**config.mk**
```make
export PLATFORM = sky130hd
export DESIGN_NAME = rtn_req_channel
export DESIGN_NICKNAME = d
export VERILOG_FILES = /design/src/rtl/rtn_pkg.sv /design/src/rtl/rtn_sync.sv /design/src/rtl/rtn_down_cnt.sv /design/src/rtl/rtn_seq_fsm.sv /design/src/rtl/rtn_req_channel.sv
export SDC_FILE = /design/constraint.sdc
export NUM_CORES = 1
export LEC_CHECK = 0
export ABC_CLOCK_PERIOD_IN_PS = 2370
export BUFFER_PORTS_ARGS = -buffer_cell sky130_fd_sc_hd__buf_2
export CORE_ASPECT_RATIO = 0.8
export CORE_MARGIN = 2
export CORE_UTILIZATION = 52
export DETAILED_ROUTE_END_ITERATION = 7
export GPL_ROUTABILITY_DRIVEN = 0
export PLACE_DENSITY = 0.79
export SETUP_SLACK_MARGIN = 0.05
export SLEW_MARGIN = 5
export SYNTH_ARGS = -nofsm -noshare
export SYNTH_HDL_FRONTEND = slang
export SYNTH_SLANG_ARGS = --single-unit
```
**constraint.sdc**
```tcl
create_clock -name clk -period 2.37 [get_ports clk]
set_clock_uncertainty 0.05 [all_clocks]
set_input_delay 0.1185 -clock clk [delete_from_list [all_inputs] [get_ports clk]]
set_output_delay 0.1185 -clock clk [all_outputs]
set_load 0.01 [all_outputs]
```
**src/rtl/rtn_pkg.sv**
```systemverilog
package rtn_pkg;

   typedef enum logic [2:0] {
      ST_RUN     = 3'd0,
      ST_REQ     = 3'd1,
      ST_ENTRY   = 3'd2,
      ST_RET     = 3'd3,
      ST_EXIT    = 3'd4,
      ST_RELEASE = 3'd5,
      ST_DENYW   = 3'd6,
      ST_BACKOFF = 3'd7
   } rtn_state_t;

   function automatic logic rtn_req_low(input rtn_state_t s);
      return (s == ST_REQ) || (s == ST_ENTRY) || (s == ST_RET) || (s == ST_EXIT);
   endfunction

endpackage

```
**src/rtl/rtn_sync.sv**
```systemverilog
module rtn_sync #(
   parameter int WIDTH  = 2,
   parameter int STAGES = 2,
   parameter logic [WIDTH-1:0] RST_VAL = '0
) (
   input  logic             clk,
   input  logic             rst_n,
   input  logic [WIDTH-1:0] d_async,
   output logic [WIDTH-1:0] q_sync
);

   if (STAGES < 2) begin : g_bad_stages
      $error("rtn_sync: STAGES must be at least 2");
   end
   if (WIDTH < 1) begin : g_bad_width
      $error("rtn_sync: WIDTH must be at least 1");
   end

   logic [WIDTH-1:0] chain [STAGES];

   for (genvar s = 0; s < STAGES; s++) begin : g_stage
      if (s == 0) begin : g_first
         always_ff @(posedge clk or negedge rst_n) begin
            if (!rst_n) chain[s] <= RST_VAL;
            else        chain[s] <= d_async;
         end
      end else begin : g_next
         always_ff @(posedge clk or negedge rst_n) begin
            if (!rst_n) chain[s] <= RST_VAL;
            else        chain[s] <= chain[s-1];
         end
      end
   end

   assign q_sync = chain[STAGES-1];

endmodule

```
**src/rtl/rtn_down_cnt.sv**
```systemverilog
module rtn_down_cnt #(
   parameter int CNT_W = 8
) (
   input  logic             clk,
   input  logic             rst_n,
   input  logic             load,
   input  logic [CNT_W-1:0] load_val,
   input  logic             dec,
   output logic             done
);

   if (CNT_W < 1) begin : g_bad_w
      $error("rtn_down_cnt: CNT_W must be at least 1");
   end

   logic [CNT_W-1:0] cnt_q;

   always_ff @(posedge clk or negedge rst_n) begin
      if (!rst_n)                  cnt_q <= '0;
      else if (load)               cnt_q <= load_val;
      else if (dec && cnt_q != '0) cnt_q <= cnt_q - 1'b1;
   end

   assign done = (cnt_q == '0);

   AST_CNT_NO_WRAP: assert property (@(posedge clk) disable iff (!rst_n)
      (!$past(load) && $past(cnt_q) == '0) |-> cnt_q == '0);

endmodule

```
**src/rtl/rtn_seq_fsm.sv**
```systemverilog
module rtn_seq_fsm
   import rtn_pkg::*;
#(
   parameter int CNT_W = 8
) (
   input  logic             clk,
   input  logic             rst_n,
   input  logic             ack_n_s,
   input  logic             deny_s,
   input  logic             core_wfi,
   input  logic             core_active,
   input  logic [CNT_W-1:0] cfg_entry_settle,
   input  logic [CNT_W-1:0] cfg_exit_settle,
   input  logic [CNT_W-1:0] cfg_backoff,
   input  logic             idle_done,
   input  logic             settle_done,
   output logic             idle_load,
   output logic             idle_dec,
   output logic             settle_load,
   output logic [CNT_W-1:0] settle_val,
   output logic             req_n,
   output logic             vret_en
);

   rtn_state_t st_q, st_nxt;
   logic       hs_idle;
   logic       quiet;

   assign hs_idle = ack_n_s && !deny_s;
   assign quiet   = core_wfi && !core_active && hs_idle;

   always_comb begin
      st_nxt      = st_q;
      idle_load   = 1'b1;
      idle_dec    = 1'b0;
      settle_load = 1'b0;
      settle_val  = '0;
      unique case (st_q)
         ST_RUN: begin
            idle_load = !quiet;
            idle_dec  = quiet;
            if (quiet && idle_done) st_nxt = ST_REQ;
         end
         ST_REQ: begin
            if (!ack_n_s) begin
               st_nxt      = ST_ENTRY;
               settle_load = 1'b1;
               settle_val  = cfg_entry_settle;
            end else if (deny_s) begin
               st_nxt = ST_DENYW;
            end
         end
         ST_ENTRY: begin
            if (core_active)      st_nxt = ST_RELEASE;
            else if (settle_done) st_nxt = ST_RET;
         end
         ST_RET: begin
            if (core_active) begin
               st_nxt      = ST_EXIT;
               settle_load = 1'b1;
               settle_val  = cfg_exit_settle;
            end
         end
         ST_EXIT: begin
            if (settle_done) st_nxt = ST_RELEASE;
         end
         ST_RELEASE: begin
            if (hs_idle) st_nxt = ST_RUN;
         end
         ST_DENYW: begin
            if (hs_idle) begin
               st_nxt      = ST_BACKOFF;
               settle_load = 1'b1;
               settle_val  = cfg_backoff;
            end
         end
         ST_BACKOFF: begin
            if (settle_done) st_nxt = ST_RUN;
         end
         default: st_nxt = ST_RUN;
      endcase
   end

   always_ff @(posedge clk or negedge rst_n) begin
      if (!rst_n) begin
         st_q    <= ST_RUN;
         req_n   <= 1'b1;
         vret_en <= 1'b0;
      end else begin
         st_q    <= st_nxt;
         req_n   <= !rtn_req_low(st_nxt);
         vret_en <= (st_nxt == ST_RET);
      end
   end

   AST_REQ_FALL_IDLE: assert property (@(posedge clk) disable iff (!rst_n)
      $fell(req_n) |-> $past(hs_idle));

   AST_REQ_FALL_WFI: assert property (@(posedge clk) disable iff (!rst_n)
      $fell(req_n) |-> $past(core_wfi) && !$past(core_active));

   AST_REQ_RISE_RESP: assert property (@(posedge clk) disable iff (!rst_n)
      $rose(req_n) |-> ($past(!ack_n_s) || $past(deny_s)));

   AST_VRET_UNDER_REQ: assert property (@(posedge clk) disable iff (!rst_n)
      vret_en |-> !req_n);

   AST_EXIT_PROMPT: assert property (@(posedge clk) disable iff (!rst_n)
      (vret_en && core_active) |=> !vret_en);

   AST_DENY_RELEASE: assert property (@(posedge clk) disable iff (!rst_n)
      (st_q == ST_REQ && ack_n_s && deny_s) |=> req_n);

   AST_NO_REREQ_BUSY: assert property (@(posedge clk) disable iff (!rst_n)
      (req_n && !hs_idle) |=> req_n);

endmodule

```
**src/rtl/rtn_req_channel.sv**
```systemverilog
module rtn_req_channel
   import rtn_pkg::*;
#(
   parameter int CNT_W       = 8,
   parameter int SYNC_STAGES = 2
) (
   input  logic             clk,
   input  logic             rst_n,
   input  logic [CNT_W-1:0] cfg_idle_cycles,
   input  logic [CNT_W-1:0] cfg_entry_settle,
   input  logic [CNT_W-1:0] cfg_exit_settle,
   input  logic [CNT_W-1:0] cfg_backoff,
   input  logic             core_wfi,
   input  logic             core_active,
   input  logic             ack_n_in,
   input  logic             deny_in,
   output logic             req_n,
   output logic             vret_en
);

   localparam int HS_W = 2;
   localparam logic [HS_W-1:0] HS_RST = 2'b01;

   if (CNT_W < 1 || CNT_W > 32) begin : g_bad_cnt
      $error("rtn_req_channel: CNT_W out of range");
   end

   logic [HS_W-1:0] hs_s;
   logic             idle_load, idle_dec, idle_done;
   logic             settle_load, settle_done;
   logic [CNT_W-1:0] settle_val;

   rtn_sync #(.WIDTH(HS_W), .STAGES(SYNC_STAGES), .RST_VAL(HS_RST)) u_sync (
      .clk     (clk),
      .rst_n   (rst_n),
      .d_async ({deny_in, ack_n_in}),
      .q_sync  (hs_s)
   );

   rtn_down_cnt #(.CNT_W(CNT_W)) u_idle_cnt (
      .clk      (clk),
      .rst_n    (rst_n),
      .load     (idle_load),
      .load_val (cfg_idle_cycles),
      .dec      (idle_dec),
      .done     (idle_done)
   );

   rtn_down_cnt #(.CNT_W(CNT_W)) u_settle_cnt (
      .clk      (clk),
      .rst_n    (rst_n),
      .load     (settle_load),
      .load_val (settle_val),
      .dec      (!settle_load),
      .done     (settle_done)
   );

   rtn_seq_fsm #(.CNT_W(CNT_W)) u_fsm (
      .clk              (clk),
      .rst_n            (rst_n),
      .ack_n_s          (hs_s[0]),
      .deny_s           (hs_s[1]),
      .core_wfi         (core_wfi),
      .core_active      (core_active),
      .cfg_entry_settle (cfg_entry_settle),
      .cfg_exit_settle  (cfg_exit_settle),
      .cfg_backoff      (cfg_backoff),
      .idle_done        (idle_done),
      .settle_done      (settle_done),
      .idle_load        (idle_load),
      .idle_dec         (idle_dec),
      .settle_load      (settle_load),
      .settle_val       (settle_val),
      .req_n            (req_n),
      .vret_en          (vret_en)
   );

   AST_RESET_VALUES: assert property (@(posedge clk)
      !rst_n |=> (req_n && !vret_en));

endmodule

```
==> flow_metrics.tcl <==
set metrics [dict create \
    grt_pass1_wl_um 6200 \
    cts_root_buffer "clkbuf_4" \
    final_cells 254 \
    fill_cells 211 \
    area_growth_pct 36.4 \
    ys_types 46 \
    viasPerCell 5.61 \
    drive_gt1_frac 0.273 \
    critPathMaxFanout 8 \
    critical_path_required_ns 2.57 \
    syn_area_sq_mm 0.00147 \
    dieWidth_um 63.5 \
    ys_ff_latch 25 \
    seqCellArea_sq_um 629 \
    end_kind "flop" \
    grt.total_usage 0.244 \
    pin_count 40 \
    status "finished clean" \
    setup_tns_ns 0 \
    min_period_ns 2.06 \
    synth_top_family_by_area "simple AND/OR/NAND/NOR gates" \
    diodes 0 \
    synth_compound_area_frac 0.193 \
    dr.pass1.iters 5 \
    rsz0062_at_grt "false" \
    cts-buffers-inserted 3 \
    wl_um 3790 \
    crit_type "flop to flop" \
    multiInputGateArea_sq_um 811 \
    synth_nets 191 \
    synth-simple-area-share 0.216 \
    hold_path_class "input port to flop" \
    htree_levels 1 \
    finish.net_count 258 \
    tightest_slew_ns 0.885 \
    grt_pass1_vias 1383 \
    antenna_found_initial 0 \
    powerDensity_mw_per_mm2 712 \
    routedWlPerCell_um 14.9 \
    vias 1426 \
    drt_iter0_drc 91 \
    cts_buffer_depth 2 \
    dp.cells 224 \
    place_hpwl_um 2560 \
    coreArea_sq_mm 0.00272 \
    io_buffers 39 \
    die_area_sq_mm 0.00328 \
    synthMuxAreaShare 0.0357 \
    rows 17 \
    fmaxAchievable_mhz 484 \
    relSlewSlack 0.405 \
    netlist_instances 150 \
    synth-xor-area-share 0.0713 \
    arrival_ns 2.27 \
    slew_violations 0 \
    post-route-period-util 0.871 \
    setup_viol 0 \
    start_util 0.541 \
    cts_tree "yes" \
    grt-ovfl-total 0 \
    hold_viol 0 \
    leakagePower_nw 0.889 \
    insertion_delay_ns 0.32 \
    yosys.area_share.adder 0.0255 \
    drc 0 \
    fin_area_sq_mm 0.00201 \
    synth_warnings 0 \
    place_area_sq_mm 0.00171 \
    fp.dieH_um 51.6 \
    grt_start_max_net_pins 26 \
    syn_area_per_cell_sq_um 9.83 \
    yosysSeqAreaShare 0.427 \
    clkSlewWorstSetupHoldPaths_ns 0.13 \
    fin_hold_ws_ns 0.0262 \
    startpoint_type "flop" \
    max_cap_violations 0 \
    clock_sinks 25 \
    drtAntennaViolNets 0 \
    ir_worst_vdd_mv 0.625 \
    cts_setup_buffers 0 \
]
-- worst paths after layout --
path | endpoint | start | slack [ns] | depth (start not counted)
max reg2reg | u_fsm.req_n | u_settle_cnt.cnt_q[0] | 0.31 | 7
min in group asynchronous | u_idle_cnt.cnt_q[1] | rst_n | 0.25 | 2
min | u_settle_cnt.cnt_q[0] | cfg_backoff[0] | 0.03 | 3
min reg2reg | u_sync.q_sync[1] | u_sync.chain[3] | 0.31 | 0
max in group asynchronous | u_fsm.req_n | rst_n | 1.65 | 2
max | u_fsm.req_n | u_settle_cnt.cnt_q[0] | 0.31 | 7
-- worst max-delay path: stages (launching register included) --
cell	delay [ns]
dfrtp_1	0.45
inv_1	0.07
ha_1	0.26
nor3b_2	0.30
nand2_2	0.17
a21bo_2	0.25
a21oi_1	0.25
xor2_1	0.20
-- area by class of cell --
type,count,share of cell area
inverter,8,0.0149
tap,38,0.0236
sequential,25,0.313
timing repair buffer,66,0.230
clock inverter,1,0.00373
clock buffer,3,0.0112
multi-input combinational,113,0.403
-- cell usage in the layout (no fill, tap or decap), types with 2 or more instances in the layout --
cell and count:
nand3_1 2, dfrtp_1 22, nor2_1 7, mux2_2 2, ha_1 3, nand2_1 15
o21ai_0 14, dfstp_2 3, inv_1 8, xnor2_1 9, nor2b_1 3, nand2b_1 3
clkbuf_4 3, o31ai_1 2, mux2i_1 3, nand4_1 2, a21oi_1 4, buf_2 39
xor2_1 3, nor4_1 2, a222oi_1 8, and3_1 2, nor3_1 3, nand2_2 2
and2b_1 2, dlygate4sd3_1 26
-- synth_stat cells, drive strengths merged --
library cell,instances,area share
dfstp,3,0.053
buf,2,0.0068
a21o,1,0.0051
clkbuf,2,0.0051
a311oi,1,0.0059
nand2b,3,0.013
nor4b,3,0.032
nand2,17,0.045
a21oi,4,0.014
a21boi,2,0.013
o2111ai,1,0.0059
a22oi,1,0.0051
and4,1,0.0059
a2bb2oi,1,0.0059
o22ai,1,0.0042
or4,2,0.013
ha,3,0.025
and2b,2,0.010
nor4,3,0.017
mux2,2,0.015
xor2,3,0.018
and3,2,0.0085
o21ai,15,0.051
nor3b,2,0.010
o31ai,2,0.010
a21bo,1,0.0068
nor3,3,0.010
nor2,7,0.018
nor2b,3,0.013
xnor2,9,0.053
o211a,1,0.0068
nand3,2,0.0068
nand4,2,0.0085
a222oi,8,0.054
mux2i,3,0.020
nand3b,1,0.0051
inv,8,0.020
o21a,1,0.0051
dfrtp,22,0.37
-- logic make-up after synthesis --
kind of cell,after synthesis
DFF,25
muxes,5
AOI/OAI and AO/OA,40
adders and majority gates,3
buffers and inverters,12
xor gates and xnor gates,12
and+or+nand+nor,53
-- through the flow --
stage	power, W	util	worst slack, ns
floorplan	0.00104	-	0.448
global placement	0.00116	0.627	0.326
detailed placement	0.00119	0.627	0.156
CTS	0.00142	0.733	0.118
global route	0.00154	0.739	0.123
finish	0.00143	0.739	0.305
-- what timing repair did --
item | in CTS | in global routing
resized for setup | 0 | 3
endpoints found under the setup margin | 0 | 5
endpoints found under the hold margin | 37 | 0
hold buffers | 26 | 0
-- registers in the layout (all words and copies together) (netlist names) --
| name | flops |
|---|---|
| u_fsm.req_n | 1 |
| u_settle_cnt.cnt_q | 8 |
| u_fsm.st_q | 3 |
| u_idle_cnt.cnt_q | 8 |
| u_sync.q_sync | 2 |
| u_fsm.vret_en | 1 |
| u_sync.chain | 2 |
-- routing by layer --
metal  part of all wire  up-vias  track usage
met3              0.048        4       0.0498
met2               0.50       43        0.432
met5                  0        -            0
met1               0.45      691        0.317
met4             0.0053        0       0.0435
li1                   -      688            -
-- where the power goes --
part           internal [W]  leakage (nW)  switching, W  total, W
clock network     0.0000646        0.0139      0.000128  0.000193
registers          0.000541         0.295      0.000155  0.000697
logic              0.000279         0.580      0.000265  0.000543
total              0.000885         0.889      0.000548   0.00143
No activity file was read; power rests on OpenSTA's default activity.
